<file path="config.mk">
export PLATFORM = sky130hd
export DESIGN_NAME = emu_mode_ctrl
export DESIGN_NICKNAME = d
export VERILOG_FILES = /design/src/rtl/emu_pkg.sv /design/src/rtl/emu_state_reg.sv /design/src/rtl/emu_frame_pack.sv /design/src/rtl/emu_bkpt_gate.sv /design/src/rtl/emu_mode_ctrl.sv
export SDC_FILE = /design/constraint.sdc
export NUM_CORES = 1
export LEC_CHECK = 0
export BUFFER_PORTS_ARGS = -buffer_cell sky130_fd_sc_hd__buf_4
export CORE_MARGIN = 2
export CORE_UTILIZATION = 39
export CTS_BUF_LIST = sky130_fd_sc_hd__clkbuf_4
export CTS_CLUSTER_DIAMETER = 150
export DETAILED_ROUTE_END_ITERATION = 10
export GPL_ROUTABILITY_DRIVEN = 0
export HOLD_SLACK_MARGIN = 0.08
export PLACE_DENSITY = 0.86
export SYNTH_ARGS = -nofsm -noshare
export SYNTH_HDL_FRONTEND = slang
export SYNTH_HIERARCHICAL = 1
export SYNTH_SLANG_ARGS = --single-unit
</file>
<file path="constraint.sdc">
create_clock -name clk -period 2.05 [get_ports clk]
set_input_delay 0.615 -clock clk [delete_from_list [all_inputs] [get_ports clk]]
set_output_delay 0.615 -clock clk [all_outputs]
set_load 0.1 [all_outputs]
</file>
<file path="src/rtl/emu_pkg.sv">
package emu_pkg;
  localparam int PST_W = 4;
  localparam logic [PST_W-1:0] PST_NORMAL = 4'h0;
  localparam logic [PST_W-1:0] PST_DEBUG  = 4'hD;

  // one event accepted per cycle, after priority resolution
  typedef enum logic [1:0] {
    EV_NONE      = 2'd0,
    EV_RST_START = 2'd1,
    EV_EXC       = 2'd2,
    EV_RET       = 2'd3
  } emu_ev_e;
endpackage

</file>
<file path="src/rtl/emu_state_reg.sv">
module emu_state_reg
  import emu_pkg::*;
(
  input  logic             clk,
  input  logic             rst,
  input  emu_ev_e          ev,
  input  logic             is_debug,
  input  logic             ret_bit,
  input  logic             force_bit,
  output logic             mode_q,
  output logic [PST_W-1:0] pst_q
);
  always_ff @(posedge clk) begin
    if (rst) begin
      mode_q <= 1'b0;
      pst_q  <= PST_NORMAL;
    end else begin
      pst_q <= PST_NORMAL;
      case (ev)
        EV_RST_START: mode_q <= force_bit;
        EV_EXC: begin
          if (is_debug) begin
            mode_q <= 1'b1;
            pst_q  <= PST_DEBUG;
          end else begin
            mode_q <= 1'b0;
          end
        end
        EV_RET: begin
          mode_q <= ret_bit;
          if (ret_bit) pst_q <= PST_DEBUG;
        end
        default: mode_q <= mode_q;
      endcase
    end
  end
endmodule

</file>
<file path="src/rtl/emu_frame_pack.sv">
module emu_frame_pack #(
  parameter int WORD_W  = 32,
  parameter int FS1_POS = 17
) (
  input  logic              clk,
  input  logic              rst,
  input  logic              save_en,
  input  logic              save_bit,
  output logic [WORD_W-1:0] word_q,
  output logic              we_q
);
  localparam logic [WORD_W-1:0] FS1_MASK = {{(WORD_W-1){1'b0}}, 1'b1} << FS1_POS;

  always_ff @(posedge clk) begin
    if (rst) begin
      word_q <= '0;
      we_q   <= 1'b0;
    end else begin
      we_q <= save_en;
      if (save_en) word_q <= save_bit ? FS1_MASK : '0;
    end
  end
endmodule

</file>
<file path="src/rtl/emu_bkpt_gate.sv">
module emu_bkpt_gate (
  input  logic clk,
  input  logic rst,
  input  logic ret_accept,
  input  logic ret_raw,
  input  logic instr_done,
  input  logic req,
  output logic inhibit_q,
  output logic fire_q
);
  always_ff @(posedge clk) begin
    if (rst) begin
      inhibit_q <= 1'b0;
      fire_q    <= 1'b0;
    end else begin
      // the return cycle itself and every inhibited cycle drop the request
      fire_q <= req & ~ret_raw & ~inhibit_q;
      if (ret_accept)      inhibit_q <= 1'b1;
      else if (instr_done) inhibit_q <= 1'b0;
    end
  end
endmodule

</file>
<file path="src/rtl/emu_mode_ctrl.sv">
module emu_mode_ctrl
  import emu_pkg::*;
#(
  parameter int WORD_W  = 32,
  parameter int FS1_POS = 17
) (
  input  logic              clk,
  input  logic              rst,
  input  logic              exc_start,
  input  logic              exc_is_debug,
  input  logic              rte_done,
  input  logic              rte_fs1,
  input  logic              rst_exc_start,
  input  logic              force_emu,
  input  logic              instr_done,
  input  logic              bkpt_req,
  output logic              emu_mode,
  output logic [WORD_W-1:0] frame_word,
  output logic              frame_we,
  output logic [PST_W-1:0]  pst,
  output logic              bkpt_inhibit,
  output logic              bkpt_fire
);
  emu_ev_e ev;

  always_comb begin
    if (rst_exc_start)  ev = EV_RST_START;
    else if (exc_start) ev = EV_EXC;
    else if (rte_done)  ev = EV_RET;
    else                ev = EV_NONE;
  end

  emu_state_reg u_state (
    .clk       (clk),
    .rst       (rst),
    .ev        (ev),
    .is_debug  (exc_is_debug),
    .ret_bit   (rte_fs1),
    .force_bit (force_emu),
    .mode_q    (emu_mode),
    .pst_q     (pst)
  );

  emu_frame_pack #(.WORD_W(WORD_W), .FS1_POS(FS1_POS)) u_frame (
    .clk      (clk),
    .rst      (rst),
    .save_en  (ev == EV_EXC),
    .save_bit (emu_mode),
    .word_q   (frame_word),
    .we_q     (frame_we)
  );

  emu_bkpt_gate u_gate (
    .clk        (clk),
    .rst        (rst),
    .ret_accept (ev == EV_RET),
    .ret_raw    (rte_done),
    .instr_done (instr_done),
    .req        (bkpt_req),
    .inhibit_q  (bkpt_inhibit),
    .fire_q     (bkpt_fire)
  );
endmodule

</file>
* Yosys cells after proc, flatten, opt, wreduce, memory -nomap -nowiden
Index checks and enable logic that the tools add are counted.
Word-level totals: register bits after elaboration 40, bits in latches 0, bits in writable memories 0, ROM bits 0, input port bits 10, logic and storage cells 26, memories kept 0
Operators by class: add/sub/neg operators 0, multipliers 0, divide/modulo/power cells 0, magnitude comparators 0, equality and inequality tests 3, shift operators 0, multiplexer cells 11, bitwise gates (word level) 4, reduce and logical (&&, ||, !) cells 2
Operators by type and width (count):
- $mux W18 | 1
- $mux W4 | 2
- $pmux W4 S2 | 1
- $mux W2 | 3
- $eq A2 B2 Y1 const B | 2
- $mux W1 | 3
- $pmux W1 S3 | 1
- $reduce_bool A3 Y1 | 1
- $and A1 B1 Y1 | 2
- $eq A2 B1 Y1 const B | 1
- $not A1 Y1 | 2
- $reduce_bool A2 Y1 | 1

* Depth between registers and ports, before layout
depth in word-level cells 5, depth in mapped cells 4

* By module
Netlist, hierarchy kept.
By module, submodules not included:
- emu_frame_pack | instances 1, cells each 37, area each 296.5 um^2, seq. area each 40.0 um^2
- emu_state_reg | instances 1, cells each 12, area each 108.9 um^2, seq. area each 40.0 um^2
- emu_bkpt_gate | instances 1, cells each 6, area each 70.1 um^2, seq. area each 40.0 um^2
- emu_mode_ctrl | instances 1, cells each 6, area each 40.0 um^2, seq. area each 0.0 um^2

* Least setup slack after synthesis
OpenSTA, ideal clock, no wires.
kind reg2out, from register u_state.pst_q[2], to output pst[2], arrival time 1.374 ns, slack 0.061 ns, stages on the path, launching flop included 2, cells stage by stage dfxtp_1 > buf_4
RTL lines:
- start: declaration | line emu_state_reg.sv:11 | output logic [PST_W-1:0] pst_q
- start signal: assignment | line emu_state_reg.sv:16 | pst_q <= PST_NORMAL;
- start signal: assignment | line emu_state_reg.sv:18 | pst_q <= PST_NORMAL;
- start signal: assignment | line emu_state_reg.sv:24 | pst_q <= PST_DEBUG;
- end: declaration | line emu_mode_ctrl.sv:20 | output logic [PST_W-1:0] pst,
No word-level cell between the ends.

* Final worst setup path
from register u_gate.inhibit_q, to output bkpt_inhibit
RTL lines:
- start: declaration | line emu_bkpt_gate.sv:8 | output logic inhibit_q,
- start signal: assignment | line emu_bkpt_gate.sv:13 | inhibit_q <= 1'b0;
- start signal: assignment | line emu_bkpt_gate.sv:18 | if (ret_accept) inhibit_q <= 1'b1;
- start signal: assignment | line emu_bkpt_gate.sv:19 | else if (instr_done) inhibit_q <= 1'b0;
- end: declaration | line emu_mode_ctrl.sv:21 | output logic bkpt_inhibit,
No word-level cell between the ends.

==> impl_metrics.py <==
metrics = {
    "worst_setup_path": {
        "r2r_end": "u_gate/fire_q",
        "endpoint_kind": "output pin",
        "worstPathArrival_ns": 0.92,
        "max_stage_delay_ns": 0.37,
        "rrSetupSlack_ns": 1.39,
        "rr_startpoint": "u_gate/inhibit_q",
        "crit_family": "flip-flops",
        "timing.critical_path.from": "u_gate/inhibit_q",
        "start_kind": "flop",
        "slowest_stage": "dfxtp_1",
        "path_cells": "buf_4",
        "worstPathRequired_ns": 1.43,
        "r2r_cells": 1,
        "path_max_fanout": 3,
        "path_buf_inv": 1,
        "crit_type": "reg -> out",
    },
    "layout": {
        "final_common_cell": "conb_1",
        "insertedDiodeCount": 0,
        "syn_to_final_growth_pct": 5.10,
        "fillCellCount": 141,
        "multiInputGateArea_um2": 249,
        "layout-drive-gt1-share": 0.299,
        "layout_common_cells": "32 x conb_1, 17 x buf_4, 6 x dfxtp_1",
        "register_area_um2": 120,
        "final_cell_count_no_fill": 92,
        "nets": 89,
    },
    "grt": {
        "grt_pass1_wl_um": 848,
        "grt_max_degree": 7,
        "overflow": 0,
        "antenna_found_initial": 0,
        "grt_usage": 0.0890,
        "grt_pass1_vias": 232,
    },
    "detailed_routing": {
        "num_vias": 308,
        "drtAntennaViolNets": 0,
        "drc_errors": 0,
        "initialDrtViolationCount": 3,
        "dr.max_layer_used": "met4",
        "vias_per_cell": 3.35,
        "drt-pass1-iter-count": 2,
        "wl_met1_um": 168,
        "drt-wirelength-per-cell_um": 6.96,
        "totalWireLength_um": 640,
        "wl_met3_um": 86,
        "wl_met2_um": 374,
    },
    "clock_tree": {
        "cts_tree": "yes",
        "post_cts_buffers": 0,
        "cts_sinks": 6,
        "cts_resized": 0,
        "hold_buffers": 0,
        "clk_path_buf_depth": 2,
        "cts_root_buf": "clkbuf_4",
        "cts_buffers": 3,
        "clock_latency_ns": 0.25,
        "clk_pin_slew_ns": 0.05,
        "htreeDepth": 1,
    },
    "floorplanning": {
        "rows": 13,
        "dieHeight_um": 40.4,
        "io_pins": 50,
        "core_area_um2": 1270,
        "initial_utilization": 0.406,
        "die_w_um": 40.4,
        "dieArea_um2": 1630,
    },
    "timing": {
        "setup_violations": 0,
        "hold_viol": 0,
        "slew_violations": 0,
        "max_clock_freq_ghz": 0.650,
        "fin_hold_ws_ns": 0.471,
        "setup-tns-final_ns": 0,
        "rsz0062_at_grt": "no",
        "skew_ns": 0.00558,
        "fin_crit_sh": 0.751,
        "min_period_ns": 1.54,
    },
    "synth": {
        "synth.distinct_cells": 14,
        "yosys_warnings": 6,
        "synthCells": 61,
        "avgSynthCellArea_um2": 8.45,
        "ys_ff_latch": 6,
        "netlist_area_um2": 515,
        "yosysSeqAreaShare": 0.233,
    },
    "hold_path": {
        "hp-start": "u_gate/inhibit_q",
        "worst_hold_path_type": "reg -> reg",
        "hold_path_end": "u_gate/fire_q",
        "hold_depth": 1,
    },
    "place": {
        "place_inst": 89,
        "portBuffers": 17,
    },
    "run": {
        "cap_violations": 0,
    },
    "pwr": {
        "vdd_ir_drop_max_uv": 471,
        "powerDensity_nw_per_um2": 1090,
        "p_leak_nw": 0.307,
    },
    "run_status": {
        "status": "finished, final reports clean",
    },
}
==> routing by layer <==
| metal | global-route usage | up-vias |
|---|---|---|
| met5 | 0 | - |
| li1 | - | 154 |
| met4 | 0.100 | 0 |
| met1 | 0.0567 | 130 |
| met3 | 0.0500 | 2 |
| met2 | 0.159 | 22 |
==> where the power goes <==
group          total (mW)  internal, mW  leakage, nW  switching [mW]
combinational       0.353        0.0305        0.244           0.322
clock               0.111        0.0663       0.0138          0.0443
sequential          0.126         0.123       0.0492         0.00343
total               0.590         0.220        0.307           0.370
==> state kept, by name (all words and copies together), names as in the netlist <==
| register | flops |
|---|---|
| u_frame/we_q | 1 |
| u_frame/word_q | 1 |
| u_gate/fire_q | 1 |
| u_gate/inhibit_q | 1 |
| u_state/mode_q | 1 |
| u_state/pst_q | 1 |
==> layout make-up <==
| type | count | share of cell area |
|---|---|---|
| inverter | 1 | 0.00693 |
| timing repair buffer | 17 | 0.236 |
| multi-input combinational | 50 | 0.460 |
| sequential | 6 | 0.222 |
| tap | 15 | 0.0346 |
| clock buffer | 3 | 0.0416 |
==> kinds of logic after synthesis <==
kind of cell,Yosys count,share of synthesized area
buffers and inverters,35,0.502
muxes,3,0.0583
other,2,0.0146
and+or+nand+nor,13,0.170
AOI/OAI and AO/OA,2,0.0218
DFF,6,0.233
==> synth_stat cells (all sizes together) <==
master  number  share of area
buf         34           0.50
dfxtp        6           0.23
nor2         5          0.041
nand2b       4          0.063
mux2i        3          0.058
conb         2          0.015
nor2b        2          0.024
a21oi        1         0.0097
inv          1         0.0073
nor4b        1          0.029
o22ai        1          0.012
or2          1          0.012
==> worst max-delay path by stage <==
stage	endpoint	cells after the start
finish	bkpt_inhibit	1
global route	bkpt_inhibit	1
CTS	bkpt_inhibit	1
detailed placement	u_state/mode_q	5
global placement	u_state/mode_q	5
floorplan	pst[2]	1
==> through the flow <==
step	worst slack, ns	power [mW]	utilization	cell area [µm²]
after detailed placement	0.597	0.480	0.409	519
after floorplan	0.0608	0.501	-	628
final	0.511	0.590	0.427	542
after global placement	0.640	0.480	0.409	519
after CTS	0.493	0.596	0.427	542
after global routing	0.478	0.611	0.427	542
(Power assumes the default switching activity.)
